### config.mk
export PLATFORM = sky130hd
export DESIGN_NAME = ta_guard
export DESIGN_NICKNAME = d
export VERILOG_FILES = /design/src/rtl/ta_guard_pkg.sv /design/src/rtl/ta_key_decode.sv /design/src/rtl/ta_step_ctr.sv /design/src/rtl/ta_fsm.sv /design/src/rtl/ta_guard.sv
export SDC_FILE = /design/constraint.sdc
export NUM_CORES = 1
export LEC_CHECK = 0
export ABC_AREA = 0
export BUFFER_PORTS_ARGS = -buffer_cell sky130_fd_sc_hd__buf_2
export CAP_MARGIN = 20
export CORE_AREA = 2 2 39 41
export DETAILED_ROUTE_END_ITERATION = 8
export DIE_AREA = 0 0 41 43
export SYNTH_ARGS = -nofsm -noshare
export SYNTH_HDL_FRONTEND = slang
export SYNTH_SLANG_ARGS = --single-unit
export TNS_END_PERCENT = 20
### constraint.sdc
create_clock -name clk -period 1.81 [get_ports clk]
set_clock_uncertainty 0.15 [all_clocks]
set_input_delay 0.181 -clock clk [delete_from_list [all_inputs] [get_ports clk]]
set_output_delay 0.181 -clock clk [all_outputs]
set_load 0.02 [all_outputs]
### src/rtl/ta_guard_pkg.sv
package ta_guard_pkg;

    typedef enum logic [1:0] {
        ST_LOCKED = 2'd0,
        ST_ARMED  = 2'd1,
        ST_OPEN   = 2'd2,
        ST_SPENT  = 2'd3
    } ta_state_e;

    function automatic int unsigned ctr_width(input int unsigned span);
        return $clog2(span + 1);
    endfunction

endpackage

### src/rtl/ta_key_decode.sv
module ta_key_decode #(
    parameter int unsigned          ADDR_W      = 8,
    parameter int unsigned          DATA_W      = 8,
    parameter logic [ADDR_W-1:0]    UNLOCK_ADDR = 8'hC7,
    parameter logic [DATA_W-1:0]    KEY_FIRST   = 8'hAA,
    parameter logic [DATA_W-1:0]    KEY_SECOND  = 8'h55
) (
    input  logic              cyc_stb,
    input  logic              bus_wr,
    input  logic [ADDR_W-1:0] bus_addr,
    input  logic [DATA_W-1:0] bus_wdata,
    output logic              hit,
    output logic              is_first,
    output logic              is_second
);

    always_comb begin
        hit       = cyc_stb && bus_wr && (bus_addr == UNLOCK_ADDR);
        is_first  = (bus_wdata == KEY_FIRST);
        is_second = (bus_wdata == KEY_SECOND);
    end

endmodule

### src/rtl/ta_step_ctr.sv
module ta_step_ctr #(
    parameter int unsigned SPAN  = 4,
    parameter int unsigned CTR_W = ta_guard_pkg::ctr_width(SPAN)
) (
    input  logic             clk,
    input  logic             rst,
    input  logic             clr,
    input  logic             adv,
    output logic [CTR_W-1:0] elapsed_nxt
);

    localparam logic [CTR_W-1:0] CAP = CTR_W'(SPAN);

    logic [CTR_W-1:0] count_q;

    always_ff @(posedge clk) begin
        if (rst || clr) begin
            count_q <= '0;
        end else if (adv && count_q != CAP) begin
            count_q <= count_q + 1'b1;
        end
    end

    // strobes elapsed since the first key once the current strobe is counted
    always_comb begin
        elapsed_nxt = (count_q == CAP) ? CAP : count_q + 1'b1;
    end

endmodule

### src/rtl/ta_fsm.sv
module ta_fsm
    import ta_guard_pkg::*;
#(
    parameter int unsigned KEY_WIN  = 2,
    parameter int unsigned OPEN_WIN = 4,
    parameter int unsigned CTR_W    = ctr_width(OPEN_WIN)
) (
    input  logic             clk,
    input  logic             rst,
    input  logic             cyc_stb,
    input  logic             hit,
    input  logic             is_first,
    input  logic             is_second,
    input  logic             guard_wr_req,
    input  logic [CTR_W-1:0] elapsed_nxt,
    output logic             ctr_clr,
    output logic             ctr_adv,
    output logic             guard_wr_ok,
    output logic             unlocked
);

    localparam logic [CTR_W-1:0] KEY_LIM  = CTR_W'(KEY_WIN);
    localparam logic [CTR_W-1:0] OPEN_LIM = CTR_W'(OPEN_WIN);

    ta_state_e state_q, state_d;

    always_ff @(posedge clk) begin
        if (rst) begin
            state_q <= ST_LOCKED;
        end else begin
            state_q <= state_d;
        end
    end

    always_comb begin
        state_d = state_q;
        if (cyc_stb) begin
            unique case (state_q)
                ST_LOCKED: begin
                    if (hit && is_first) state_d = ST_ARMED;
                end
                ST_ARMED: begin
                    if (hit && is_second && elapsed_nxt <= KEY_LIM) state_d = ST_OPEN;
                    else if (hit)                                   state_d = ST_LOCKED;
                    else if (elapsed_nxt >= KEY_LIM)                state_d = ST_LOCKED;
                end
                ST_OPEN: begin
                    if (elapsed_nxt >= OPEN_LIM) state_d = ST_LOCKED;
                    else if (guard_wr_req)       state_d = ST_SPENT;
                end
                ST_SPENT: begin
                    if (elapsed_nxt >= OPEN_LIM) state_d = ST_LOCKED;
                end
                default: state_d = ST_LOCKED;
            endcase
        end
    end

    always_comb begin
        ctr_clr     = cyc_stb && hit && is_first && (state_q == ST_LOCKED);
        ctr_adv     = cyc_stb && (state_q != ST_LOCKED);
        unlocked    = (state_q == ST_OPEN);
        guard_wr_ok = unlocked && cyc_stb && guard_wr_req;
    end

endmodule

### src/rtl/ta_guard.sv
module ta_guard #(
    parameter int unsigned       ADDR_W      = 8,
    parameter int unsigned       DATA_W      = 8,
    parameter logic [ADDR_W-1:0] UNLOCK_ADDR = 8'hC7,
    parameter logic [DATA_W-1:0] KEY_FIRST   = 8'hAA,
    parameter logic [DATA_W-1:0] KEY_SECOND  = 8'h55,
    parameter int unsigned       KEY_WIN     = 2,
    parameter int unsigned       OPEN_WIN    = 4
) (
    input  logic              clk,
    input  logic              rst,
    input  logic              cyc_stb,
    input  logic              bus_wr,
    input  logic [ADDR_W-1:0] bus_addr,
    input  logic [DATA_W-1:0] bus_wdata,
    input  logic              guard_wr_req,
    output logic              guard_wr_ok,
    output logic              unlocked
);

    localparam int unsigned CTR_W = ta_guard_pkg::ctr_width(OPEN_WIN);

    logic             hit, is_first, is_second;
    logic             ctr_clr, ctr_adv;
    logic [CTR_W-1:0] elapsed_nxt;

    ta_key_decode #(
        .ADDR_W(ADDR_W), .DATA_W(DATA_W), .UNLOCK_ADDR(UNLOCK_ADDR),
        .KEY_FIRST(KEY_FIRST), .KEY_SECOND(KEY_SECOND)
    ) dec_i (
        .cyc_stb(cyc_stb), .bus_wr(bus_wr), .bus_addr(bus_addr),
        .bus_wdata(bus_wdata), .hit(hit), .is_first(is_first),
        .is_second(is_second)
    );

    ta_step_ctr #(.SPAN(OPEN_WIN), .CTR_W(CTR_W)) ctr_i (
        .clk(clk), .rst(rst), .clr(ctr_clr), .adv(ctr_adv),
        .elapsed_nxt(elapsed_nxt)
    );

    ta_fsm #(.KEY_WIN(KEY_WIN), .OPEN_WIN(OPEN_WIN), .CTR_W(CTR_W)) fsm_i (
        .clk(clk), .rst(rst), .cyc_stb(cyc_stb), .hit(hit),
        .is_first(is_first), .is_second(is_second),
        .guard_wr_req(guard_wr_req), .elapsed_nxt(elapsed_nxt),
        .ctr_clr(ctr_clr), .ctr_adv(ctr_adv),
        .guard_wr_ok(guard_wr_ok), .unlocked(unlocked)
    );

endmodule

Word-level counts from Yosys, hierarchy flattened:

Cells that the tools add are included.

* add/sub/neg operators: 1
* $lt $le $gt $ge: 3
* equality and inequality tests: 12
* muxes and demuxes: 9
* reduce and logical (&&, ||, !) cells: 16

Operators with widths (number)
* 8-bit equality test (second input constant): 2
* 2-bit two-way mux: 7
* 1-bit logical AND: 12
* 8-bit by 7-bit equality test with 1-bit output (second input constant): 1
* 2-bit one-hot mux with 4 select lines: 1
* 5-bit AND reduction: 1
* 2-bit equality test (second input constant): 2
* 2-bit by 1-bit inequality test with 1-bit output (second input constant): 2
* 4-bit by 1-bit inequality test with 1-bit output (second input constant): 1
* 3-bit by 1-bit adder with 3-bit output (second input constant): 1
* 3-bit equality test (second input constant): 1
* 3-bit by 2-bit greater-or-equal comparator with 1-bit output (second input constant): 1
* 3-bit greater-or-equal comparator (second input constant): 1
* 3-bit by 2-bit <= comparator with 1-bit output (second input constant): 1
* 3-bit two-way mux: 1
* 3-bit by 2-bit inequality test with 1-bit output (second input constant): 1
* 3-bit inequality test (second input constant): 1
* 2-bit by 1-bit equality test with 1-bit output (second input constant): 1
* 2-bit logical NOT: 1
* 2-bit nonzero test: 1
* 1-bit logical OR: 1

* flip-flop bits (word level): 5
* input bits: 21
* output and inout port bits: 2
* word-level logic and storage cells: 43

Longest topological paths before layout:

* depth after elaboration: 7
* gate-level depth with buffers: 6
* depth with buffers taken out: 6

Hierarchy:

A second synthesis with hierarchy kept.

* cell total of the unflattened synthesis: 53
* area total of the unflattened synthesis: 436.7 µm²

By module, submodules not included
* ta_step_ctr: instances 1, cells an instance 22, area each 201.4 µm², sequential area each 60.1 µm²
* ta_fsm: instances 1, cells an instance 22, area each 161.4 µm², sequential area each 40.0 µm²
* ta_key_decode: instances 1, cells an instance 9, area each 73.8 µm², sequential area each 0.0 µm²

Worst setup path before layout:

No wires, ideal clock.

* kind: reg-to-reg
* start: register ctr_i.count_q[0]
* end: register fsm_i.state_q[0]
* arrival: 1.185 ns
* slack: 0.380 ns
* stages on the path, launching flop included: 7
* buffers on the path: 0
* clock period less this slack: 1.430 ns
* cells stage by stage: dfxtp_1 inv_1 ha_1 nand3b_1 o21ai_0 a21oi_1 o311ai_1

* longest elaborated chain between the ends: 6
* elaborated cells on any way between the ends: 14
* those cells by class: 1 x add/sub; 3 x order compare; 4 x eq/ne; 4 x mux; 2 x reduce/logical

RTL lines
* from (decl): line ta_step_ctr.sv:14 `logic [CTR_W-1:0] count_q;`
* from (signal assigned): line ta_step_ctr.sv:20 `count_q <= count_q + 1'b1;`
* 3-bit by 1-bit adder with 3-bit output or 3-bit equality test (tied branches): line ta_step_ctr.sv:26 `elapsed_nxt = (count_q == CAP) ? CAP : count_q + 1'b1;`
* 3-bit two-way mux (*): line ta_step_ctr.sv:26
* 3-bit by 2-bit <= comparator with 1-bit output: line ta_fsm.sv:43 `if (hit && is_second && elapsed_nxt <= KEY_LIM) state_d = ST_OPEN;`
* 1-bit logical AND: line ta_fsm.sv:43
* 4-bit by 1-bit inequality test with 1-bit output (no source line) or 2-bit two-way mux (tied branches)
* 5-bit AND reduction (no source line) or 2-bit one-hot mux with 4 select lines (tied branches)
* to (signal assigned): line ta_fsm.sv:31 `state_q <= state_d;`
* to (decl): line ta_fsm.sv:25 `ta_state_e state_q, state_d;`

Every way passes the cells marked *; elsewhere a longest branch is shown, timed or not.
A chain may end at the register's enable or synchronous reset.

Worst setup path after layout:

* start: register fsm_i.state_q[0]
* end: output guard_wr_ok

* longest elaborated chain between the ends: 3

RTL lines
* 2-bit equality test: line ta_fsm.sv:62 `unlocked = (state_q == ST_OPEN);`
* 1-bit logical AND (2 in series): line ta_fsm.sv:63 `guard_wr_ok = unlocked && cyc_stb && guard_wr_req;`
* to (decl): line ta_guard.sv:17 `output logic guard_wr_ok,`

Every way passes these cells.

==> key figures <==
Detailed routing
  • Number of search-and-repair iterations in the first detailed-routing pass: 3
  • Remaining antenna violation count: 0
  • Drt via density: 5.05
  • Initial detailed-routing violation count: 2
  • Total number of vias: roughly 440
  • Average routed wire per standard cell: 10.5 um
  • Final routed wirelength across all metal layers: 915 um
  • Detailed-route DRC error count: 0

STA
  • Number of pins with negative max-slew slack in the final report: 0
  • Post-Route Setup TNS: 0 ps
  • Final critical-path share of the clock period: 87.2%
  • RSZ-0062 raised after global routing: false
  • Least-Margin Pin Slew: 441 ps
  • Post-route minimum period: 1580 ps
  • Headroom to the max-slew limit: 70.3%
  • Total of endpoints with negative setup slack in the final report: 0
  • Worst Hold Slack: 63.9 ps
  • Highest clock frequency the design can meet: between 0.6 and 0.7 GHz
  • Final hold vios: 0

Finish
  • Antenna diodes: 0
  • Share of layout cells above drive strength 1: 39.4%
  • Area Growth Syn to Fin: 40.2%
  • Net total in the final layout: between 90 and 100

Run
  • Number of violations of the max-capacitance limit: 0

GRT
  • Most used routing layer: met2
  • Total grt overflow: 0
  • Total routing resource utilization after global routing: 12.0%
  • Pin count of the biggest net entering global routing: 8
  • Wire length of the first global-routing pass: 1430 um
  • Number of global-route vias before repair: 377
  • Met2 layer usage reported by global route: 17.2%
  • GR met3 Demand/Resource: 6.28%
  • Number of antenna violations at the first check in global routing: 0
  • Met1 usage in global routing: 14.1%

Logic synthesis
  • Synthesized instance count: between 40 and 50
  • Post-Synthesis Cell Area: a little under 400 um^2
  • Distinct cell type count after synthesis: 29
  • Share of the yosys chip area belonging to registers: 25.7%
  • Average cell area after synthesis: 8.65 um^2
  • Net count of the mapped netlist: 68
  • Compound-Gate Fraction of Synth Area: 17.4%
  • Arithmetic-cell share of the synthesized area counting full adders, half adders and majority gates: between 6 and 7%
  • Xor/xnor cell area share of the yosys netlist: 4.50%
  • Post-synthesis sequential element count: 5
  • Area share of and/or/nand/nor cells after synthesis: 39.5%
  • Synthesis warning total: 0
  • Dominant combinational cell family by area after synthesis: simple AND/OR/NAND/NOR gates
  • Mux share of post-synthesis cell area: 2.57%

Clocking
  • TritonCTS clock tree: yes
  • Total CTS buffers: 3
  • Level count of the clock H-tree: 1
  • Cts-stage hold buffer count: 0
  • Post-CTS Setup Bufs: 0
  • Clock network latency to the later pin of the worst-skew pair: around 250 ps
  • Count of instances resized after the clock tree is built: 0
  • Clock-pin slew on the worst setup and hold paths: around 50 ps
  • Clock Sinks: 5
  • Clk root buf: sky130_fd_sc_hd__clkbuf_4
  • Worst-case clock buffer depth: 2

Place
  • Final weighted congestion in routability-driven placement: approximately 0.75
  • Input/output buffers: 22

Setup path
  • Setup Crit Path Kind: flop to output pin
  • Req. time, crit path: between 1000 and 1500 ps
  • Largest stage delay on the critical path: 430 ps
  • Crit path arrival time: 1250 ps
  • Highest-delay cell along the critical path: sky130_fd_sc_hd__dfxtp_1
  • Maximum fanout count along the critical path: 7
  • List of cells traversed by the critical path: and2b_1 -> and3_2 -> buf_2
  • Category of the worst setup path launch point: flop
  • Crit path capture type: output pin

Die
  • Standard cell core area: 1380 um^2
  • Area enclosed by the die boundary: 1760 um^2
  • Starting density of the core: 28.1%
  • # IOs: 23
  • Count of standard-cell rows: 14
  • Die height: 43 um
  • Die Wd: 41 um

Power and ir drop
  • Leakage Power: 0.258 nW
  • Worst-case vdd ir drop: between 0.4 and 0.5 mV
  • PD cells: roughly 570 nW/um^2

Status
  • Result of the run: complete, no violations

Worst hold path
  • Classification of the worst-slack hold path: input pin to flop
==> cell usage after synthesis (all sizes together) <==
master | count | share of area [%]
a211oi | 1 | 1.9
a21oi | 2 | 2.6
and2b | 1 | 1.9
and3 | 1 | 1.9
and4 | 1 | 2.3
dfxtp | 5 | 26
ha | 2 | 6.4
inv | 4 | 3.9
mux2i | 1 | 2.6
nand2 | 1 | 0.96
nand3 | 2 | 2.6
nand3b | 2 | 3.9
nand4 | 2 | 4.8
nor2 | 3 | 2.9
nor2b | 1 | 1.6
nor3b | 2 | 3.9
nor4b | 2 | 6.1
nor4bb | 2 | 5.1
o2111ai | 1 | 2.3
o211ai | 1 | 1.9
o21ai | 2 | 2.6
o21bai | 1 | 1.9
o311ai | 1 | 2.3
o31ai | 1 | 1.9
or3 | 1 | 1.6
xnor2 | 1 | 2.3
xor2 | 1 | 2.3
==> registers in the layout, summed over array words and instances (netlist names) <==
register and count:
ctr_i.count_q 3, fsm_i.state_q 2
==> worst max-delay path: cells and delay by family (launching register included) <==
| family | cells | cell delay, ps |
|---|---|---|
| flops | 1 | 430 |
| simple gates | 2 | 420 |
| buf+inv | 1 | 150 |
==> area by class of cell <==
| type | instances | area, um^2 |
|---|---|---|
| Multi-Input combinational cell | 36 | 274 |
| Inverter | 4 | 15.0 |
| Timing Repair Buffer | 22 | 110 |
| Fill cell | 148 | 838 |
| Clock buffer | 4 | 26.3 |
| Tap cell | 16 | 20.0 |
| Sequential cell | 5 | 100 |
==> power by group <==
| group | switching [W] | total [W] | internal, W | leakage [nW] |
|---|---|---|---|---|
| clock | 0.0000515 | 0.000135 | 0.0000837 | 0.0150 |
| combinational | 0.0000232 | 0.0000548 | 0.0000316 | 0.203 |
| sequential | 0.00000470 | 0.000119 | 0.000115 | 0.0406 |
| total | 0.0000794 | 0.000309 | 0.000230 | 0.258 |
==> per-layer routing <==
| metal | up-vias | wire length, um |
|---|---|---|
| met5 | - | 0 |
| met4 | 0 | 18 |
| met3 | 2 | 82 |
| met2 | 16 | 414 |
| met1 | 198 | 400 |
| li1 | 223 | - |
==> cells in the final DEF, fill, tap and decap left out, drive strengths merged, types with 2 or more instances in the layout <==
cell type and count:
nor4bb 2, dfxtp 5, nor4b 2, a21oi 2, nand4 2, ha 2
o21ai 2, nor2 3, nand3b 2, nand3 2, nor3b 2, buf 22
clkbuf 4, inv 4
==> cells by family after synthesis <==
kind of cell    after synthesis
fa+ha+maj                     2
buf+inv                       4
compound gates               10
simple gates                 21
flops                         5
xor+xnor                      2
mux                           1
==> worst paths after layout <==
| path | slack [ps] | to | depth (start not counted) | startpoint |
|---|---|---|---|---|
| max reg2reg | 250 | fsm_i.state_q[0] | 6 | ctr_i.count_q[0] |
| max | 230 | guard_wr_ok | 3 | fsm_i.state_q[0] |
| min reg2reg | 380 | ctr_i.count_q[1] | 2 | ctr_i.count_q[1] |
| min | 60 | fsm_i.state_q[0] | 2 | rst |
==> through the flow <==
step	worst slack [ps]	utilization, %	power [W]	instance area, um^2	instances
finish	233	39.4	0.000309	546	87
global route	121	39.4	0.000323	546	87
CTS	217	39.4	0.000316	546	87
detailed placement	249	37.5	0.000176	519	83
global placement	259	37.5	0.000176	519	83
floorplan	380	-	0.000146	389	45
Power figures use the tool's default switching activity.
